$ cat src/rtl/pgattr_pkg.sv
package pgattr_pkg;

  localparam int unsigned IDX_W   = 3;
  localparam int unsigned ATTR_W  = 2;
  localparam int unsigned ENTRIES = 1 << IDX_W;
  localparam int unsigned TBL_W   = ATTR_W * ENTRIES;

  localparam int unsigned CTRL_REMAP_BIT = 28;
  localparam int unsigned CTRL_AF_BIT    = 29;

  typedef enum logic [1:0] {
    FLT_NONE   = 2'b00,
    FLT_PERM   = 2'b01,
    FLT_ACCESS = 2'b10
  } fault_e;

  // Legacy attribute for TEX[2]=0, indexed by {TEX[0],C,B}
  function automatic logic [ATTR_W-1:0] legacy_low(input logic [IDX_W-1:0] idx);
    logic [ATTR_W-1:0] a;
    case (idx)
      3'd2:    a = 2'b10;
      3'd3:    a = 2'b11;
      3'd7:    a = 2'b01;
      default: a = 2'b00;
    endcase
    return a;
  endfunction

  function automatic logic [TBL_W-1:0] legacy_table();
    logic [TBL_W-1:0] t;
    t = '0;
    for (int i = 0; i < ENTRIES; i++) begin
      t[i*ATTR_W +: ATTR_W] = legacy_low(IDX_W'(i));
    end
    return t;
  endfunction

endpackage

$ cat src/rtl/pgattr_regs.sv
module pgattr_regs
  import pgattr_pkg::*;
#(
  parameter int unsigned DATA_W = 32,
  parameter int unsigned ADDR_W = 2
) (
  input  logic              clk,
  input  logic              rst_n,
  input  logic              we,
  input  logic [ADDR_W-1:0] addr,
  input  logic [DATA_W-1:0] wdata,
  output logic [DATA_W-1:0] rdata,
  output logic              remap_en,
  output logic              af_en,
  output logic [TBL_W-1:0]  inner_tbl,
  output logic [TBL_W-1:0]  outer_tbl
);

  localparam logic [ADDR_W-1:0] A_CTRL  = ADDR_W'(0);
  localparam logic [ADDR_W-1:0] A_INNER = ADDR_W'(1);
  localparam logic [ADDR_W-1:0] A_OUTER = ADDR_W'(2);
  localparam logic [TBL_W-1:0]  TBL_RST = legacy_table();

  logic             remap_q, remap_d;
  logic             af_q, af_d;
  logic [TBL_W-1:0] inner_q, inner_d;
  logic [TBL_W-1:0] outer_q, outer_d;
  logic             unused_wbits;

  assign unused_wbits = ^wdata;

  always_comb begin
    remap_d = remap_q;
    af_d    = af_q;
    inner_d = inner_q;
    outer_d = outer_q;
    if (we) begin
      case (addr)
        A_CTRL: begin
          remap_d = wdata[CTRL_REMAP_BIT];
          af_d    = wdata[CTRL_AF_BIT];
        end
        A_INNER: inner_d = wdata[TBL_W-1:0];
        A_OUTER: outer_d = wdata[TBL_W-1:0];
        default: ;
      endcase
    end
  end

  always_ff @(posedge clk or negedge rst_n) begin
    if (!rst_n) begin
      remap_q <= 1'b0;
      af_q    <= 1'b0;
      inner_q <= TBL_RST;
      outer_q <= TBL_RST;
    end else begin
      remap_q <= remap_d;
      af_q    <= af_d;
      inner_q <= inner_d;
      outer_q <= outer_d;
    end
  end

  always_comb begin
    rdata = '0;
    case (addr)
      A_CTRL: begin
        rdata[CTRL_REMAP_BIT] = remap_q;
        rdata[CTRL_AF_BIT]    = af_q;
      end
      A_INNER: rdata[TBL_W-1:0] = inner_q;
      A_OUTER: rdata[TBL_W-1:0] = outer_q;
      default: ;
    endcase
  end

  assign remap_en  = remap_q;
  assign af_en     = af_q;
  assign inner_tbl = inner_q;
  assign outer_tbl = outer_q;

  AST_INNER_WRITE: assert property (@(posedge clk) disable iff (!rst_n)
    (we && addr == A_INNER) |=> inner_tbl == $past(wdata[TBL_W-1:0]));
  AST_CTRL_WRITE: assert property (@(posedge clk) disable iff (!rst_n)
    (we && addr == A_CTRL) |=> remap_en == $past(wdata[CTRL_REMAP_BIT]));

endmodule

$ cat src/rtl/pgattr_decode.sv
module pgattr_decode
  import pgattr_pkg::*;
(
  input  logic              remap_en,
  input  logic [2:0]        tex,
  input  logic              c,
  input  logic              b,
  input  logic [TBL_W-1:0]  inner_tbl,
  input  logic [TBL_W-1:0]  outer_tbl,
  output logic [ATTR_W-1:0] inner,
  output logic [ATTR_W-1:0] outer
);

  logic [ATTR_W-1:0] in_ent  [ENTRIES];
  logic [ATTR_W-1:0] out_ent [ENTRIES];
  logic [IDX_W-1:0]  idx;

  for (genvar g = 0; g < ENTRIES; g++) begin : g_unpack
    assign in_ent[g]  = inner_tbl[g*ATTR_W +: ATTR_W];
    assign out_ent[g] = outer_tbl[g*ATTR_W +: ATTR_W];
  end

  assign idx = {tex[0], c, b};

  always_comb begin
    if (remap_en) begin
      inner = in_ent[idx];
      outer = out_ent[idx];
    end else if (tex[2]) begin
      inner = {c, b};
      outer = tex[1:0];
    end else begin
      inner = legacy_low(idx);
      outer = legacy_low(idx);
    end
  end

endmodule

$ cat src/rtl/pgattr_perm.sv
module pgattr_perm
  import pgattr_pkg::*;
(
  input  logic       af_en,
  input  logic       apx,
  input  logic [1:0] ap,
  input  logic       priv,
  input  logic       write,
  output fault_e     fault
);

  logic [2:0] code;
  logic       allow;

  assign code = {apx, ap[1], (af_en ? 1'b1 : ap[0])};

  always_comb begin
    case (code)
      3'b001:  allow = priv;
      3'b010:  allow = priv | ~write;
      3'b011:  allow = 1'b1;
      3'b101:  allow = priv & ~write;
      3'b111:  allow = ~write;
      default: allow = 1'b0;
    endcase
  end

  always_comb begin
    if (af_en && !ap[0])  fault = FLT_ACCESS;
    else if (!allow)      fault = FLT_PERM;
    else                  fault = FLT_NONE;
  end

endmodule

$ cat src/rtl/pgattr_resolver.sv
module pgattr_resolver
  import pgattr_pkg::*;
(
  input  logic        clk,
  input  logic        rst_n,
  input  logic        cfg_we,
  input  logic [1:0]  cfg_addr,
  input  logic [31:0] cfg_wdata,
  output logic [31:0] cfg_rdata,
  input  logic        lk_valid,
  input  logic [2:0]  lk_tex,
  input  logic        lk_c,
  input  logic        lk_b,
  input  logic        lk_apx,
  input  logic [1:0]  lk_ap,
  input  logic        lk_priv,
  input  logic        lk_write,
  output logic        res_valid,
  output logic [1:0]  res_inner,
  output logic [1:0]  res_outer,
  output logic [1:0]  res_fault
);

  logic              remap_en, af_en;
  logic [TBL_W-1:0]  inner_tbl, outer_tbl;
  logic [ATTR_W-1:0] inner_c, outer_c;
  fault_e            fault_c;

  logic              valid_q, valid_d;
  logic [ATTR_W-1:0] inner_q, inner_d;
  logic [ATTR_W-1:0] outer_q, outer_d;
  logic [1:0]        fault_q, fault_d;

  pgattr_regs #(.DATA_W(32), .ADDR_W(2)) u_regs (
    .clk       (clk),
    .rst_n     (rst_n),
    .we        (cfg_we),
    .addr      (cfg_addr),
    .wdata     (cfg_wdata),
    .rdata     (cfg_rdata),
    .remap_en  (remap_en),
    .af_en     (af_en),
    .inner_tbl (inner_tbl),
    .outer_tbl (outer_tbl)
  );

  pgattr_decode u_decode (
    .remap_en  (remap_en),
    .tex       (lk_tex),
    .c         (lk_c),
    .b         (lk_b),
    .inner_tbl (inner_tbl),
    .outer_tbl (outer_tbl),
    .inner     (inner_c),
    .outer     (outer_c)
  );

  pgattr_perm u_perm (
    .af_en (af_en),
    .apx   (lk_apx),
    .ap    (lk_ap),
    .priv  (lk_priv),
    .write (lk_write),
    .fault (fault_c)
  );

  always_comb begin
    valid_d = lk_valid;
    inner_d = inner_q;
    outer_d = outer_q;
    fault_d = fault_q;
    if (lk_valid) begin
      inner_d = inner_c;
      outer_d = outer_c;
      fault_d = fault_c;
    end
  end

  always_ff @(posedge clk or negedge rst_n) begin
    if (!rst_n) begin
      valid_q <= 1'b0;
      inner_q <= '0;
      outer_q <= '0;
      fault_q <= '0;
    end else begin
      valid_q <= valid_d;
      inner_q <= inner_d;
      outer_q <= outer_d;
      fault_q <= fault_d;
    end
  end

  assign res_valid = valid_q;
  assign res_inner = inner_q;
  assign res_outer = outer_q;
  assign res_fault = fault_q;

  AST_VALID_FOLLOWS: assert property (@(posedge clk) disable iff (!rst_n)
    lk_valid |=> res_valid);
  AST_NO_SPURIOUS_VALID: assert property (@(posedge clk) disable iff (!rst_n)
    !lk_valid |=> (!res_valid && $stable(res_fault) && $stable(res_inner)));
  AST_FLAG_PRIORITY: assert property (@(posedge clk) disable iff (!rst_n)
    (lk_valid && cfg_rdata[CTRL_AF_BIT] && cfg_addr == 2'd0 && !lk_ap[0])
      |=> res_fault == 2'b10);
  AST_NO_FLAG_FAULT: assert property (@(posedge clk) disable iff (!rst_n)
    (lk_valid && !af_en) |=> res_fault != 2'b10);
  AST_RO_WRITE: assert property (@(posedge clk) disable iff (!rst_n)
    (lk_valid && lk_write && lk_apx && lk_ap == 2'b11) |=> res_fault == 2'b01);

endmodule

$ cat config.mk
export PLATFORM = sky130hd
export DESIGN_NAME = pgattr_resolver
export DESIGN_NICKNAME = d
export VERILOG_FILES = /design/src/rtl/pgattr_pkg.sv /design/src/rtl/pgattr_regs.sv /design/src/rtl/pgattr_decode.sv /design/src/rtl/pgattr_perm.sv /design/src/rtl/pgattr_resolver.sv
export SDC_FILE = /design/constraint.sdc
export NUM_CORES = 1
export LEC_CHECK = 0
export ABC_AREA = 1
export BUFFER_PORTS_ARGS = -buffer_cell sky130_fd_sc_hd__buf_2
export CAP_MARGIN = 20
export CORE_ASPECT_RATIO = 0.5
export CORE_MARGIN = 5
export CORE_UTILIZATION = 50
export CTS_CLUSTER_SIZE = 8
export DETAILED_ROUTE_END_ITERATION = 12
export GPL_TIMING_DRIVEN = 1
export PLACE_DENSITY = 0.85
export REMOVE_ABC_BUFFERS = 1
export SYNTH_ARGS = -nofsm -noshare
export SYNTH_HDL_FRONTEND = slang
export SYNTH_SLANG_ARGS = --single-unit
$ cat constraint.sdc
create_clock -name clk -period 2.92 [get_ports clk]
set_input_delay 0.146 -clock clk [delete_from_list [all_inputs] [get_ports clk]]
set_output_delay 0.146 -clock clk [all_outputs]
set_load 0.02 [all_outputs]
==> impl_metrics.csv <==
group,metric,value,unit
logic_synthesis,synth.avg_cell_area,7.10,um2
die,io_pins,87,
timing,setup_tns,0,ns
setup_path,r2r-start,"u_regs.remap_en",
logic_synthesis,syn-cell-area,0.00242,mm2
routing,wl_met3,452,um
die,start_util,53.4,%
logic_synthesis,ys_top_cells_by_area,"dfrtp_1, nand2_1, dfstp_2, inv_1, o21ai_0",
routing,avgRoutedWirePerCell,12.5,um
worst_hold_path,hold_path_end,"res_valid",
clock_network,cts.sinks,41,
clock_network,post_cts_buffers,0,
clock_network,cts_tree,"built",
placed_design,portBuffers,58,
setup_path,end_kind,"primary output",
die,row_count,17,
timing,min_period,1.56,ns
timing,slew_headroom,40.8,%
timing,fmax,641,MHz
cells_and_area,antenna_cells,0,
timing,clock_skew,0.0101,ns
clock_network,cts_hold_buf,1,
worst_hold_path,min_from,"lk_valid",
placed_design,dpl_worst_slack,1.31,ns
power_and_ir_drop,total_power,1.50,mW
worst_hold_path,whs_path_depth,1,
clock_network,cts_buffers,5,
power_and_ir_drop,p_leak,1.52,nW
routing,vias_per_cell,4.75,
routing,drc,0,
timing,finalHoldViolations,0,
setup_path,r2r_cells,5,
routing,vias,2185,
setup_path,path_class,"in2out",
routing,drt_first_pass_iters,4,
global_route,antenna_found_initial,0,
cells_and_area,drive_above_1_share,21.1,%
logic_synthesis,synth_common_cells,"nand2_1, inv_1, o21ai_0",
timing,finalCritPeriodShare,53.4,%
logic_synthesis,synth_seq_cells,41,
logic_synthesis,async_reset_ff_share,100,%
setup_path,reg2reg_to,"res_inner[1]",
logic_synthesis,yosysTopAreaCell,"dfrtp_1",
power_and_ir_drop,pwr_density_cell,541,mW/mm2
global_route,grt_overflow_total,0,
global_route,grt_pass1_vias,2085,
setup_path,path_max_fanout,17,
cells_and_area,post-route-util,61.0,%
placed_design,dp_hpwl,4060,um
setup_path,reg2reg_slack,1.77,ns
global_route,grt_max_degree,42,
routing,detail-route-antenna-nets,0,
clock_network,clock_latency,0.30,ns
clock_network,cts.path.max_buffers,2,
logic_synthesis,synth.most_common_cell,"nand2_1",
routing,drt_wl_total,5750,um
setup_path,crit_required,2.77,ns
routing,wl_met1,2710,um
die,die_w,108,um
routing,top_layer_used,"met4",
cells_and_area,syn_to_final_growth,14.2,%
die,die-area,0.00642,mm2
outcome,outcome,"complete, no violations",
clock_network,htree_levels,2,
logic_synthesis,synth.distinct_cells,23,
die,fp.dieH,59.2,um
global_route,grt_usage,18.4,%
setup_path,crit_path_start,"cfg_addr[1]",
timing,rsz0062_at_grt,"false",
clock_network,cts_resized,0,
clock_network,root_buffer,"clkbuf_8",
job,maxCapViolations,0,
power_and_ir_drop,ir_drop,0.206,mV
die,coreArea,0.00453,mm2
logic_synthesis,yosys_warnings,0,
global_route,grt_pass1_wl,9290,um
logic_synthesis,yosysTopAreaCellShare,34.1,%
routing,wl_met2,2510,um
timing,slew_viol_final,0,
routing,drt_iter0_markers,178,
setup_path,critPathLaunchType,"primary input",
worst_hold_path,hold_class,"in2reg",
logic_synthesis,synth_edf_count,0,
clock_network,clk_pin_slew,0.08,ns
placed_design,routabilityCongestion,0.898,
logic_synthesis,synth_seq_area_share,42.8,%
timing,setup_violations,0,
logic_synthesis,netlist_instances,341,
cells_and_area,fin_nets,444,
logic_synthesis,synthFlopType,"dfrtp_1",
timing,tightest_slew,0.888,ns
setup_path,cp.arrival,1.41,ns
timing,fin_ws,1.36,ns
==> layer usage <==
metal	vias up	global-route usage, %
met4	0	7.19
met5	-	0
met3	7	3.59
met2	82	29.4
met1	964	25.0
li1	1132	-
==> cells by family after synthesis <==
group | after synthesis | synth area share (%)
buffers and inverters | 80 | 16.2
and+or+nand+nor | 153 | 25.7
DFF | 41 | 42.8
other | 1 | 0.155
AOI/OAI and AO/OA | 63 | 13.6
adders and majority gates | 3 | 1.55
==> power breakdown <==
part / switching [mW] / internal (mW) / leakage, nW
Clock: 0.200 / 0.192 / 0.0445
Combinational: 0.236 / 0.128 / 0.987
Sequential: 0.0708 / 0.670 / 0.488
==> cell type report <==
| class | instances | area (um2) |
|---|---|---|
| repair buffers | 62 | 323 |
| inverters | 50 | 188 |
| clock buffers | 7 | 86.3 |
| flip-flops and latches | 41 | 1040 |
| well taps | 66 | 82.6 |
| multi-input cells | 233 | 1040 |
| fillers | 423 | 1770 |
| clock inverters | 1 | 7.51 |
==> stage by stage <==
step | instance area, um2 | hold slack [ns] | std cells
after global routing | 2770 | 0.0401 | 460
final | 2770 | 0.0479 | 460
after floorplan | 2270 | -0.150 | 324
after global placement | 2660 | 0.311 | 451
after detailed placement | 2660 | 0.310 | 451
after CTS | 2770 | 0.0459 | 460
==> flip-flops by register name (all words and copies together), names as in the netlist <==
signal            count
res_valid             1
res_fault             2
u_regs.remap_en       1
u_regs.outer_tbl     16
u_regs.inner_tbl     16
res_inner             2
u_regs.af_en          1
res_outer             2
==> worst max path at each step <==
stage | slack [ns] | cells after the start | endpoint
floorplan | 1.49 | 5 | u_regs.outer_tbl[0]
global placement | 1.36 | 6 | cfg_rdata[15]
detailed placement | 1.31 | 7 | u_regs.inner_tbl[15]
CTS | 1.33 | 6 | cfg_rdata[0]
global route | 1.20 | 6 | cfg_rdata[0]
finish | 1.36 | 6 | cfg_rdata[13]
==> worst max-delay path, stage by stage <==
cell	delay [ns]
buf_2	0.11
inv_1	0.06
ha_1	0.58
nand2_1	0.12
a21oi_1	0.19
buf_2	0.19
==> cells in the final DEF (no fill, tap or decap) <==
cell,count
ha_1,3
a21oi_1,24
nand4_1,1
inv_1,48
dfstp_2,8
dfrtp_1,33
nor2_1,11
clkinvlp_4,1
buf_4,3
nand3_1,24
a21oi_2,3
or2_1,2
inv_2,2
nand2_1,111
o21ai_0,35
clkbuf_8,6
clkbuf_1,1
conb_1,14
dlygate4sd3_1,1
or2_0,1
nand3b_1,1
nand2_2,2
buf_2,58
a22oi_1,1
(Power assumes the default switching activity.)
